===== config.mk =====
export PLATFORM = sky130hd
export DESIGN_NAME = dbt_timer
export DESIGN_NICKNAME = d
export VERILOG_FILES = /design/src/rtl/dbt_pkg.sv /design/src/rtl/dbt_counter.sv /design/src/rtl/dbt_shadow.sv /design/src/rtl/dbt_regif.sv /design/src/rtl/dbt_timer.sv
export SDC_FILE = /design/constraint.sdc
export NUM_CORES = 1
export LEC_CHECK = 0
export BUFFER_PORTS_ARGS = -buffer_cell sky130_fd_sc_hd__buf_2
export CAP_MARGIN = 20
export CORE_ASPECT_RATIO = 1.25
export CORE_UTILIZATION = 60
export CTS_CLUSTER_DIAMETER = 200
export DETAILED_ROUTE_END_ITERATION = 16
export PLACE_DENSITY = 0.8
export SLEW_MARGIN = 10
export SYNTH_ARGS = -nofsm -noshare
export SYNTH_HDL_FRONTEND = slang
export SYNTH_SLANG_ARGS = --single-unit

===== constraint.sdc =====
create_clock -name clk -period 3.9 [get_ports clk]
set_input_delay 0.195 -clock clk [delete_from_list [all_inputs] [get_ports clk]]
set_output_delay 0.195 -clock clk [all_outputs]
set_load 0.02 [all_outputs]

===== src/rtl/dbt_pkg.sv =====
package dbt_pkg;
  // register numbers shared by decode and read mux
  localparam int A_COUNT    = 0;
  localparam int A_PER      = 1;
  localparam int A_PERSHD   = 2;
  localparam int A_LOCK_SET = 3;
  localparam int A_LOCK_CLR = 4;
  localparam int A_STATUS   = 5;
  localparam int A_PEND     = 6;
  localparam int A_BUSY     = 7;
  localparam int A_CH_BASE  = 8;

  function automatic int ch_live_addr(int i);
    return A_CH_BASE + 2 * i;
  endfunction

  function automatic int ch_shd_addr(int i);
    return A_CH_BASE + 2 * i + 1;
  endfunction
endpackage


===== src/rtl/dbt_counter.sv =====
module dbt_counter #(
  parameter int CW = 8
) (
  input  logic          clk,
  input  logic          rst,
  input  logic          run,
  input  logic [CW-1:0] top,
  output logic [CW-1:0] count_o,
  output logic          evt_o,
  output logic          upd_o
);
  logic [CW-1:0] cnt_q;
  logic          upd_q;

  assign evt_o = run && (cnt_q == top);

  always_ff @(posedge clk) begin
    if (rst) begin
      cnt_q <= '0;
      upd_q <= 1'b0;
    end else begin
      upd_q <= evt_o;
      if (evt_o)
        cnt_q <= '0;
      else if (run)
        cnt_q <= cnt_q + CW'(1);
    end
  end

  assign count_o = cnt_q;
  assign upd_o   = upd_q;

  assert_reload_R2: assert property (@(posedge clk) disable iff (rst)
    (run && cnt_q == top) |=> (cnt_q == '0 && upd_q));
  assert_hold_R2: assert property (@(posedge clk) disable iff (rst)
    !run |=> (cnt_q == $past(cnt_q) && !upd_q));
endmodule


===== src/rtl/dbt_shadow.sv =====
module dbt_shadow #(
  parameter int W = 8
) (
  input  logic         clk,
  input  logic         rst,
  input  logic         wr_live,
  input  logic         wr_buf,
  input  logic [W-1:0] wdata,
  input  logic         xfer_en,
  output logic [W-1:0] live_o,
  output logic [W-1:0] buf_o,
  output logic         valid_o,
  output logic         refused_o
);
  logic [W-1:0] live_q, buf_q;
  logic         valid_q;

  // a pending transfer owns both copies until it completes
  assign refused_o = (wr_live || wr_buf) && valid_q;

  always_ff @(posedge clk) begin
    if (rst) begin
      live_q  <= '0;
      buf_q   <= '0;
      valid_q <= 1'b0;
    end else if (valid_q) begin
      if (xfer_en) begin
        live_q  <= buf_q;
        valid_q <= 1'b0;
      end
    end else begin
      if (wr_live)
        live_q <= wdata;
      if (wr_buf) begin
        buf_q   <= wdata;
        valid_q <= 1'b1;
      end
    end
  end

  assign live_o  = live_q;
  assign buf_o   = buf_q;
  assign valid_o = valid_q;

  assert_pend_src_R3: assert property (@(posedge clk) disable iff (rst)
    $rose(valid_q) |-> $past(wr_buf));
  assert_xfer_R4: assert property (@(posedge clk) disable iff (rst)
    (valid_q && xfer_en) |=> (!valid_q && live_q == $past(buf_q)));
  assert_refuse_live_R6: assert property (@(posedge clk) disable iff (rst)
    (wr_live && valid_q && !xfer_en) |=> live_q == $past(live_q));
  assert_refuse_buf_R6: assert property (@(posedge clk) disable iff (rst)
    (wr_buf && valid_q) |=> buf_q == $past(buf_q));
endmodule


===== src/rtl/dbt_regif.sv =====
module dbt_regif
  import dbt_pkg::*;
#(
  parameter int CW  = 8,
  parameter int NCH = 2,
  parameter int AW  = 4,
  localparam int NREG = NCH + 1
) (
  input  logic              clk,
  input  logic              rst,
  input  logic              wr_en,
  input  logic [AW-1:0]     wr_addr,
  input  logic              wr_bit0,
  input  logic [AW-1:0]     rd_addr,
  output logic [CW-1:0]     rd_data,
  output logic              per_wr_live,
  output logic              per_wr_buf,
  output logic [NCH-1:0]    cc_wr_live,
  output logic [NCH-1:0]    cc_wr_buf,
  input  logic [NREG-1:0]   refused,
  input  logic [NREG-1:0]   pend,
  input  logic [CW-1:0]     count,
  input  logic [CW-1:0]     per_live,
  input  logic [CW-1:0]     per_buf,
  input  logic [NCH*CW-1:0] cc_live,
  input  logic [NCH*CW-1:0] cc_buf,
  output logic              lock_o
);
  logic          lock_q, err_q;
  logic [CW-1:0] rd_q, rd_n;
  logic          lock_set, lock_clr, err_clr;

  always_comb begin
    per_wr_live = wr_en && (wr_addr == AW'(A_PER));
    per_wr_buf  = wr_en && (wr_addr == AW'(A_PERSHD));
    for (int i = 0; i < NCH; i++) begin
      cc_wr_live[i] = wr_en && (wr_addr == AW'(ch_live_addr(i)));
      cc_wr_buf[i]  = wr_en && (wr_addr == AW'(ch_shd_addr(i)));
    end
    lock_set = wr_en && wr_bit0 && (wr_addr == AW'(A_LOCK_SET));
    lock_clr = wr_en && wr_bit0 && (wr_addr == AW'(A_LOCK_CLR));
    err_clr  = wr_en && wr_bit0 && (wr_addr == AW'(A_STATUS));
  end

  always_ff @(posedge clk) begin
    if (rst) begin
      lock_q <= 1'b0;
      err_q  <= 1'b0;
    end else begin
      if (lock_set)
        lock_q <= 1'b1;
      else if (lock_clr)
        lock_q <= 1'b0;
      if (|refused)
        err_q <= 1'b1;
      else if (err_clr)
        err_q <= 1'b0;
    end
  end

  always_comb begin
    rd_n = '0;
    if (rd_addr == AW'(A_COUNT))  rd_n = count;
    if (rd_addr == AW'(A_PER))    rd_n = per_live;
    if (rd_addr == AW'(A_PERSHD)) rd_n = per_buf;
    if (rd_addr == AW'(A_STATUS)) rd_n = CW'({lock_q, err_q});
    if (rd_addr == AW'(A_PEND))   rd_n = CW'(pend);
    if (rd_addr == AW'(A_BUSY))   rd_n = CW'(pend);
    for (int i = 0; i < NCH; i++) begin
      if (rd_addr == AW'(ch_live_addr(i))) rd_n = cc_live[i*CW +: CW];
      if (rd_addr == AW'(ch_shd_addr(i)))  rd_n = cc_buf[i*CW +: CW];
    end
  end

  always_ff @(posedge clk) begin
    if (rst) rd_q <= '0;
    else     rd_q <= rd_n;
  end

  assign rd_data = rd_q;
  assign lock_o  = lock_q;

  assert_lock_set_R5: assert property (@(posedge clk) disable iff (rst)
    lock_set |=> lock_q);
  assert_lock_clr_R5: assert property (@(posedge clk) disable iff (rst)
    lock_clr |=> !lock_q);
  assert_err_on_refuse_R6: assert property (@(posedge clk) disable iff (rst)
    (|refused) |=> err_q);
  assert_err_sticky_R7: assert property (@(posedge clk) disable iff (rst)
    (err_q && !err_clr) |=> err_q);
endmodule


===== src/rtl/dbt_timer.sv =====
module dbt_timer #(
  parameter int CW  = 8,
  parameter int NCH = 2,
  parameter int AW  = 4
) (
  input  logic           clk,
  input  logic           rst,
  input  logic           run,
  input  logic           wr_en,
  input  logic [AW-1:0]  wr_addr,
  input  logic [CW-1:0]  wr_data,
  input  logic [AW-1:0]  rd_addr,
  output logic [CW-1:0]  rd_data,
  output logic [NCH-1:0] cmp_o,
  output logic           update_o
);
  localparam int NREG = NCH + 1;

  logic [CW-1:0]     count, per_live, per_buf;
  logic [NCH*CW-1:0] cc_live, cc_buf;
  logic [NREG-1:0]   pend, refused;
  logic              per_wr_live, per_wr_buf;
  logic [NCH-1:0]    cc_wr_live, cc_wr_buf;
  logic              evt, lock, per_xfer, ch_xfer;

  // period also follows its shadow while halted; channels only on reload
  assign per_xfer = !lock && (evt || !run);
  assign ch_xfer  = !lock && evt;

  dbt_counter #(.CW(CW)) u_cnt (
    .clk(clk), .rst(rst), .run(run), .top(per_live),
    .count_o(count), .evt_o(evt), .upd_o(update_o)
  );

  dbt_shadow #(.W(CW)) u_per (
    .clk(clk), .rst(rst), .wr_live(per_wr_live), .wr_buf(per_wr_buf),
    .wdata(wr_data), .xfer_en(per_xfer), .live_o(per_live),
    .buf_o(per_buf), .valid_o(pend[0]), .refused_o(refused[0])
  );

  for (genvar g = 0; g < NCH; g++) begin : g_ch
    logic hit_q;

    dbt_shadow #(.W(CW)) u_cc (
      .clk(clk), .rst(rst), .wr_live(cc_wr_live[g]), .wr_buf(cc_wr_buf[g]),
      .wdata(wr_data), .xfer_en(ch_xfer), .live_o(cc_live[g*CW +: CW]),
      .buf_o(cc_buf[g*CW +: CW]), .valid_o(pend[g+1]), .refused_o(refused[g+1])
    );

    always_ff @(posedge clk) begin
      if (rst) hit_q <= 1'b0;
      else     hit_q <= run && (count == cc_live[g*CW +: CW]);
    end

    assign cmp_o[g] = hit_q;

    assert_cmp_running_R11: assert property (@(posedge clk) disable iff (rst)
      hit_q |-> $past(run));
  end

  dbt_regif #(.CW(CW), .NCH(NCH), .AW(AW)) u_reg (
    .clk(clk), .rst(rst), .wr_en(wr_en), .wr_addr(wr_addr),
    .wr_bit0(wr_data[0]), .rd_addr(rd_addr), .rd_data(rd_data),
    .per_wr_live(per_wr_live), .per_wr_buf(per_wr_buf),
    .cc_wr_live(cc_wr_live), .cc_wr_buf(cc_wr_buf),
    .refused(refused), .pend(pend), .count(count),
    .per_live(per_live), .per_buf(per_buf),
    .cc_live(cc_live), .cc_buf(cc_buf), .lock_o(lock)
  );

  assert_update_one_cycle_R2: assert property (@(posedge clk) disable iff (rst)
    update_o |=> !update_o || $past(per_live) == '0);
endmodule


==> results of run 1 <==
## final timing paths
| kind | slack [ns] | start | cells after the start | endpoint |
|---|---|---|---|---|
| max reg2reg | 1.51 | u_cnt.count_o[3] | 5 | g_ch[0].u_cc.live_o[4] |
| min reg2reg | 0.50 | u_reg.err_q | 2 | u_reg.err_q |
| min | 0.15 | wr_en | 3 | u_reg.err_q |
| max | 1.51 | u_cnt.count_o[3] | 5 | g_ch[0].u_cc.live_o[4] |
## state kept, by name, summed over array words and instances, names as in the netlist
signal / cells
g_ch.u_cc.buf_o: 16
u_cnt.upd_o: 1
u_reg.rd_data: 8
u_cnt.count_o: 8
u_per.buf_o: 8
g_ch.hit_q: 2
g_ch.u_cc.live_o: 16
u_per.live_o: 8
g_ch.u_cc.valid_o: 2
u_reg.err_q: 1
u_reg.lock_o: 1
u_per.valid_o: 1
## area by class of cell
cell class	count	area [sq um]	area share [%]
multi-input combinational	328	2297	53.14
sequential	72	1441	33.34
timing repair buffer	32	165.2	3.821
clock buffer	9	123.9	2.865
tap	87	108.9	2.518
clock inverter	7	107.6	2.489
inverter	21	78.83	1.823
## layout by cell type, fill, tap and decap left out, types with 5 or more instances in the layout
cell type  netlist  layout
mux2i_1         26      26
inv_1           20      20
nand4_1          5       5
xor2_1          13      13
a22o_1           5       5
o21ai_0         31      31
xnor2_1         17      17
a21oi_1         10      10
dfxtp_1         72      72
nor2_1          61      61
clkbuf_8         0       9
nand3_1          7       7
o211ai_1         6       6
a221oi_1        13      13
o221a_2          7       7
buf_2            8      30
o2bb2ai_1        6       6
o221ai_1        10      10
o21ai_1          7       7
a311oi_1        17      17
a211oi_1         8       8
nor2b_1         21      21
nand2_1         16      16
nand2b_1         6       6
## metrics by stage
step | hold WS, ns | power (mW) | cell area, sq um | setup WS, ns
after floorplan | 0.3389 | 0.9375 | 4031 | 2.039
after global placement | 0.4852 | 0.9874 | 4091 | 1.705
after detailed placement | 0.4878 | 0.9924 | 4091 | 1.543
after CTS | 0.1431 | 1.675 | 4323 | 1.539
after global routing | 0.1664 | 1.731 | 4323 | 1.396
final | 0.1536 | 1.676 | 4323 | 1.513
## cells by family (layout without fill, tap and decap cells)
family	Yosys count	after routing	synth area share (%)
AND/OR/NAND/NOR	135	135	17.57
AO/OA/AOI/OAI	134	134	25.30
flip-flops	72	72	35.75
buffers and inverters	64	69	7.418
XOR/XNOR	31	31	6.921
multiplexers	27	27	6.735
adder cells (fa/ha/maj)	1	1	0.3103
## critical path, cell delays in order (launching register included)
cell      delay [ns]
dfxtp_1         0.57
xor2_2          0.14
nor4_4          0.62
nand4_4         0.37
a221oi_1        0.45
a311oi_1        0.10
## power by group through the flow
stage / logic [mW] / clock network, mW / registers [mW]
after floorplan: 0.147 / 0 / 0.791
after detailed placement: 0.196 / 0 / 0.796
final: 0.200 / 0.696 / 0.780
after CTS: 0.198 / 0.699 / 0.779
after global routing: 0.219 / 0.729 / 0.783
after global placement: 0.192 / 0 / 0.796
## per-layer routing
metal	GRT usage [%]	vias up
li1	-	1696
met1	43.10	1733
met2	47.02	197
met3	5.172	26
met4	13.43	0
met5	0	-
==> summary.txt, run 1 <==
=========================================================================================
Slew @ Worst Pin                                                                0.9018 ns
Netlist cell types                                                                     55
Non-filler cells, final                                                               556
Core area                                                                      6524 sq um
Worst setup path class                                                       register to register
Post-synth top area cell                                                          dfxtp_1
Y dimension of the die                                                       93.65 microns
Post-Route M1 WL                                                                 4.499 mm
Core Rows                                                                              33
Setup repair after global routing missed its margin                                 false
Clock network power share                                                           41.5%
Kind of end point of the critical path                                           register
Final sum of negative setup slack                                                    0 ns
Total iterations of the first detailed-routing run                                      6
Die width                                                                    75.32 microns
Number of CTS-inserted buffers                                                          9
Post-CTS setup buffers                                                                  0
Maximum clock rate                                                              419.0 MHz
Number of placed cells counting well taps                                             540
Antenna cell count                                                                      0
Routability congestion estimate from global placement                              0.9226
Post-synth EDFFs                                                                        0
Total of warnings raised by yosys                                                       0
Total die area                                                                 7053 sq um
Total number of vias                                                                 3652
Max FO, Critical Path                                                                  16
Grt total ovfl                                                                          0
Initial antenna violation count                                                         0
Via density per instance                                                            6.568
CTS sink count                                                                         72
Primary flip-flop cell chosen by synthesis mapping                                dfxtp_1
Hold WC Path Type                                                            primary input to register
Gate count after technology mapping                                                   464
Drt initial violations                                                                446
Total detailed-routing wirelength                                                10.36 mm
Most frequent cells after synthesis                                          dfxtp_1, nor2_1, o21ai_0
Layout Utilization                                                                 66.26%
Post-layout minimum cycle time                                                   2.387 ns
Final hold violation count                                                              0
Average wire per cell in the routed design                                   18.63 microns
Top sig layer                                                                        met4
Wire length of the first global-routing pass                                     16.14 mm
Share of Yosys cell area claimed by the top area cell type                         35.75%
Crit share post-route                                                              61.20%
MaxCap Viol Count                                                                       0
Met3 WL                                                                       721 microns
Final Net Count                                                                       485
Area growth from synthesis to layout                                               7.232%
Max Transition Viols Final                                                              0
Via count of the first global-routing pass                                           3060
Starting utilization of the core area                                              61.80%
Most numerous cell in the Yosys netlist                                           dfxtp_1
Post-detail-place hpwl                                                           7.347 mm
DRC violations left                                                                     0
Number of register bits inferred by synthesis                                          72
Post-Route Skew                                                                0.01012 ns
TritonCTS clock tree                                                                  yes
Setup violations, final                                                                 0
Met2 Routed Length                                                               4.812 mm
Net count after synthesis                                                             485
Total routing usage reported by global routing                                     31.11%
Fill cell total of the finished layout                                                568
Switching Fraction                                                                 28.19%
Fraction of layout cells with a size suffix above 1                                14.50%
Number of hold buffers added after cts                                                  0
Cell internal power dissipation                                                  1.203 mW
Number of top-level pins                                                               31
Type of origin of the critical path                                              register
Level count of the clock H-tree                                                         3
Final ANT Viol Nets                                                                     0
Mapped cell area                                                               4031 sq um
Maximum number of pins on one net before global-route repair                           57
Slew Limit Headroom                                                                39.80%
Leakage component of the power                                                   1.630 nW
Sequential group share of total power                                               46.5%
Critical path data required time                                                  4.12 ns
Share of total power in combinational logic                                         11.9%
Worst endpoint data arrival time                                                  2.61 ns
Switch Pwr                                                                       472.4 uW
Number of gates given a new drive strength after cts                                    0
Fraction of the yosys area taken by sequential cells                               35.75%
Outcome                                                                      finished, final reports clean
Clock slew at the register clock pins of the worst setup and hold paths           0.09 ns
Buffer levels on the longest clock path                                                 2
Worst vdd rail ir drop                                                          0.2564 mV
Proportion of register bits with asynchronous set or reset after synthesis             0%
Largest cells by area after synthesis                                        dfxtp_1, mux2i_1, nor2_1
Areal power density over the cells                                           387.6 nW/um^2
Average cell area after synthesis                                             8.688 sq um
Root Buffer Master                                                               clkbuf_8
Port Buffers                                                                           30
Worst skew pair latency                                                           0.36 ns
=========================================================================================
(Power assumes the default switching activity.)
==> run 2, diff against run 1 <==
Settings changed: CORE_UTILIZATION 60 to 54, PLACE_DENSITY 0.8 to 0.76.
Clock period 3.9 ns to 2.15 ns, I/O delays scaled along.
==> summary.txt, run 2 (synthesized netlist as in run 1, its figures left out) <==
======================================================================================
Outcome                                                                   finished, final reports clean
Number of gates given a new drive strength after cts                                 0
Starting utilization of the core area                                           56.75%
WHS Path Cells                                                                       3
Number of CTS-inserted buffers                                                       9
Worst hold-check slack                                                      0.07689 ns
Port Buffers                                                                        30
Area growth from synthesis to layout                                            9.963%
Average wire per cell in the routed design                                17.90 microns
Minimum setup slack after placement                                          0.2753 ns
Worst skew pair latency                                                        0.36 ns
Final hold violation count                                                           0
Kind of end point of the critical path                                        register
Worst R2R Path Depth                                                                 6
Number of hold buffers added after cts                                               0
Non-filler cells, final                                                            576
Fraction of layout cells with a size suffix above 1                             17.49%
Slowest CP cell                                                               a221oi_1
Core Rows                                                                           34
Die width                                                                 79.28 microns
Areal power density over the cells                                        663.5 nW/um^2
Final ANT Viol Nets                                                                  0
Level count of the clock H-tree                                                      3
Core area                                                                   7104 sq um
Post-route cell area                                                        4433 sq um
Post-detail-place hpwl                                                        7.619 mm
Worst setup path class                                                    register to register
Crit share post-route                                                           88.36%
Post-CTS setup buffers                                                               0
Final Net Count                                                                    502
Leakage component of the power                                                1.713 nW
Post-route setup slack                                                       0.2503 ns
Worst path bufs/invs                                                                 1
Setup repair after global routing missed its margin                              false
CP delay by family, top                                                   simple AND/OR/NAND/NOR gates
Clock slew at the register clock pins of the worst setup and hold paths        0.09 ns
Initial antenna violation count                                                      0
Total iterations of the first detailed-routing run                                   6
Slew Limit Headroom                                                             60.85%
Max Transition Viols Final                                                           0
Drt initial violations                                                             374
Final sum of negative setup slack                                                 0 ns
Clock network power share                                                        39.0%
Hold WC Path Type                                                         primary input to register
Number of placed cells counting well taps                                          560
Via density per instance                                                         6.276
Wire length of the first global-routing pass                                  16.58 mm
Commonest non-fill, non-tap cell in the layout                                 dfxtp_1
Total number of vias                                                              3615
Worst endpoint data arrival time                                               2.12 ns
Overall power consumption                                                     2.941 mW
Buffer levels on the longest clock path                                              2
Cell internal power dissipation                                               2.109 mW
Depth of the critical timing path with buffers and inverters included                6
DRC violations left                                                                  0
Delay of the slowest cell on the worst path                                    0.40 ns
Sequential group share of total power                                            47.6%
Share of total power in combinational logic                                      13.4%
Most used cells in the layout excluding fill and tap cells                dfxtp_1, nor2_1, o21ai_0
Total die area                                                              7817 sq um
Type of origin of the critical path                                           register
Number of top-level pins                                                            31
Routability congestion estimate from global placement                           0.8619
Via count of the first global-routing pass                                        3209
Cell area after placement                                                   4223 sq um
Grt total ovfl                                                                       0
Maximum number of pins on one net before global-route repair                        56
Antenna cell count                                                                   0
Max FO, Critical Path                                                               16
Cell chain of the critical path                                           xor2_2 > nor4_4 > buf_4 > nand4_4 > a221oi_1 > a311oi_1
Total routing usage reported by global routing                                  28.17%
Post-Route Skew                                                             0.01481 ns
MaxCap Viol Count                                                                    0
Switch Pwr                                                                    832.9 uW
Layout Utilization                                                              62.40%
TritonCTS clock tree                                                               yes
Setup violations, final                                                              0
Maximum clock rate                                                           526.4 MHz
Switching Fraction                                                              28.31%
Worst vdd rail ir drop                                                       0.4801 mV
Y dimension of the die                                                    98.60 microns
CTS sink count                                                                      72
Critical path data required time                                               2.37 ns
Slew @ Worst Pin                                                             0.5856 ns
Total detailed-routing wirelength                                             10.31 mm
Post-layout minimum cycle time                                                1.900 ns
Root Buffer Master                                                            clkbuf_8
======================================================================================
==> run 2: path summary, 6_finish.rpt <==
kind,from,endpoint,slack (ns)
worst max register to register,u_per.live_o[3],g_ch[1].u_cc.live_o[4],0.25
worst min register to register,u_per.live_o[7],u_per.live_o[7],0.51
worst max-delay path,u_per.live_o[3],g_ch[1].u_cc.live_o[4],0.25
worst min-delay path,wr_data[0],g_ch[1].u_cc.buf_o[0],0.08
==> run 2: per-layer routing <==
layer  track usage, %  wire length [microns]
met1            37.46                   4417
met2            43.37                   4688
met4            12.59                    376
met5                0                      0
met3            6.296                    826
==> run 2: layout make-up <==
cell class | instances | area, sq um
Fill cell | 624 | 2671
Multi-Input combinational cell | 328 | 2297
Sequential cell | 72 | 1441
Timing Repair Buffer | 49 | 292.8
Clock buffer | 10 | 137.6
Tap cell | 90 | 112.6
Inverter | 21 | 78.83
Clock inverter | 6 | 72.57
==> run 2: worst reg2reg max path, cell delays in order, from the launching register on <==
cell and delay, ns:
dfxtp_1 0.35, xor2_2 0.20, nor4_4 0.26, buf_4 0.21
nand4_4 0.25, a221oi_1 0.40, a311oi_1 0.09
==> run 2: power by group through the flow <==
| stage | clock network [mW] | logic, mW | registers, mW |
|---|---|---|---|
| after global routing | 1.23 | 0.426 | 1.41 |
| after CTS | 1.16 | 0.390 | 1.40 |
| after global placement | 0 | 0.380 | 1.43 |
| after detailed placement | 0 | 0.387 | 1.43 |
| final | 1.15 | 0.393 | 1.40 |
| after floorplan | 0 | 0.267 | 1.43 |
==> run 3, diff against run 2 <==
Settings changed: CORE_UTILIZATION 54 to 60, PLACE_DENSITY 0.76 to 0.8.
Clock period 2.15 ns to 2 ns, I/O delays scaled along.
==> summary.txt, run 3 (synthesized netlist as in run 1, its figures left out) <==
======================================================================================
Outcome                                                                   finished, final reports clean
Max FO, Critical Path                                                               16
Cell internal power dissipation                                               2.268 mW
Commonest non-fill, non-tap cell in the layout                                 dfxtp_1
Type of origin of the critical path                                           register
Non-filler cells, final                                                            578
Final Net Count                                                                    507
Number of CTS-inserted buffers                                                       9
Area growth from synthesis to layout                                            11.30%
Port Buffers                                                                        30
Maximum number of pins on one net before global-route repair                        56
Delay of the slowest cell on the worst path                                    0.41 ns
Starting utilization of the core area                                           61.80%
Worst setup path class                                                    register to register
Switching Fraction                                                              28.12%
Cell area after placement                                                   4262 sq um
Final sum of negative setup slack                                                 0 ns
TritonCTS clock tree                                                               yes
Switch Pwr                                                                    887.6 uW
Clock slew at the register clock pins of the worst setup and hold paths        0.08 ns
Hold WC Path Type                                                         primary input to register
Initial antenna violation count                                                      0
Buffer levels on the longest clock path                                              2
Overall power consumption                                                     3.156 mW
Y dimension of the die                                                    93.65 microns
Minimum setup slack after placement                                         0.05478 ns
Slew Limit Headroom                                                             59.55%
Crit share post-route                                                           95.48%
Total detailed-routing wirelength                                             10.85 mm
Kind of end point of the critical path                                        register
Maximum clock rate                                                           523.7 MHz
Antenna cell count                                                                   0
Final ANT Viol Nets                                                                  0
Core Rows                                                                           33
Worst path bufs/invs                                                                 1
Post-Route Skew                                                             0.01041 ns
DRC violations left                                                                  0
CTS sink count                                                                      72
Cell chain of the critical path                                           xor2_1 > nor4_4 > buf_4 > nand4_4 > a221oi_1 > a311oi_1
Number of placed cells counting well taps                                          561
Areal power density over the cells                                        703.4 nW/um^2
Grt total ovfl                                                                       0
Via count of the first global-routing pass                                        3501
Total die area                                                              7053 sq um
Drt initial violations                                                             493
Number of top-level pins                                                            31
Total number of vias                                                              3766
Post-route cell area                                                        4487 sq um
Leakage component of the power                                                1.733 nW
Fraction of layout cells with a size suffix above 1                             18.53%
Worst endpoint data arrival time                                               2.12 ns
Fill cell total of the finished layout                                             571
Setup violations, final                                                              0
Number of hold buffers added after cts                                               0
Post-detail-place hpwl                                                        7.634 mm
CP delay by family, top                                                   simple AND/OR/NAND/NOR gates
Wire length of the first global-routing pass                                  17.62 mm
Routability congestion estimate from global placement                           0.9577
Via density per instance                                                         6.516
Critical path data required time                                               2.21 ns
Die width                                                                 75.32 microns
Sequential group share of total power                                            47.7%
Total routing usage reported by global routing                                  33.50%
Worst skew pair latency                                                        0.36 ns
Slowest CP cell                                                               a221oi_1
Worst vdd rail ir drop                                                       0.4592 mV
Post-route setup slack                                                      0.09048 ns
Setup repair after global routing missed its margin                              false
Total iterations of the first detailed-routing run                                   5
Average wire per cell in the routed design                                18.77 microns
Share of total power in combinational logic                                      14.2%
Root Buffer Master                                                            clkbuf_8
Final hold violation count                                                           0
Most used cells in the layout excluding fill and tap cells                dfxtp_1, nor2_1, o21ai_0
MaxCap Viol Count                                                                    0
Slew @ Worst Pin                                                             0.6054 ns
Post-layout minimum cycle time                                                1.910 ns
Level count of the clock H-tree                                                      3
Max Transition Viols Final                                                           0
Core area                                                                   6524 sq um
Clock network power share                                                        38.1%
======================================================================================
[run 3: cell count changes in the layout (fill, tap and decap cells not counted), sizes merged]
cell	before	now
buf	49	54
inv	24	22
clkbuf	10	11
clkinvlp	0	1
[run 3: cell type report]
class                           instances  area, sq um  share of cell area (%)
Clock buffer                           11        141.4                   3.151
Sequential cell                        72         1441                   32.12
Multi-Input combinational cell        328         2310                   51.48
Tap cell                               87        108.9                   2.426
Inverter                               21        78.83                   1.757
Timing Repair Buffer                   54        342.8                   7.641
Clock inverter                          5        63.81                   1.422
[run 3: what timing repair did]
item,4_1_cts,5_1_grt
buffers inserted,0,1
hold endpoints to repair,0,0
resized for setup,0,2
setup endpoints to repair,0,14
[run 3: per-layer routing]
metal	GRT usage, %	up-vias	share of wire [%]
met4	19.14	0	4.0
met5	0	-	0
met1	45.72	1764	42
li1	-	1745	-
met3	4.741	33	9.1
met2	49.70	224	45
[run 3: path summary, 6_finish.rpt]
check                       start                     end  slack, ns  cells after the start
setup reg to reg  u_per.live_o[6]  g_ch[0].u_cc.live_o[4]       0.09                      6
setup / recovery  u_per.live_o[6]  g_ch[0].u_cc.live_o[4]       0.09                      6
hold / removal              wr_en             u_reg.err_q       0.06                      3
hold reg to reg   u_per.live_o[0]         u_per.live_o[0]       0.51                      2
[run 3: worst register-to-register path, stage by stage, from the launching register on]
cell	delay [ns]
dfxtp_1	0.35
xor2_1	0.18
nor4_4	0.28
buf_4	0.19
nand4_4	0.27
a221oi_1	0.41
a311oi_1	0.08
[run 3: power by group through the flow]
stage	Combinational [mW]	Sequential (mW)	Clock, mW
2_1_floorplan	0.287	1.54	0
3_3_place_gp	0.424	1.54	0
3_5_place_dp	0.433	1.54	0
4_1_cts	0.436	1.50	1.21
5_1_grt	0.485	1.51	1.27
6_report	0.448	1.51	1.20
[run 3: metrics by stage]
stage                     hold slack (ns)  utilization, %
after floorplan                    0.2439               -
after global placement             0.4281           65.32
after detailed placement           0.4399           65.32
after CTS                         0.06012           68.47
after global routing              0.09657           68.78
final                             0.06492           68.78
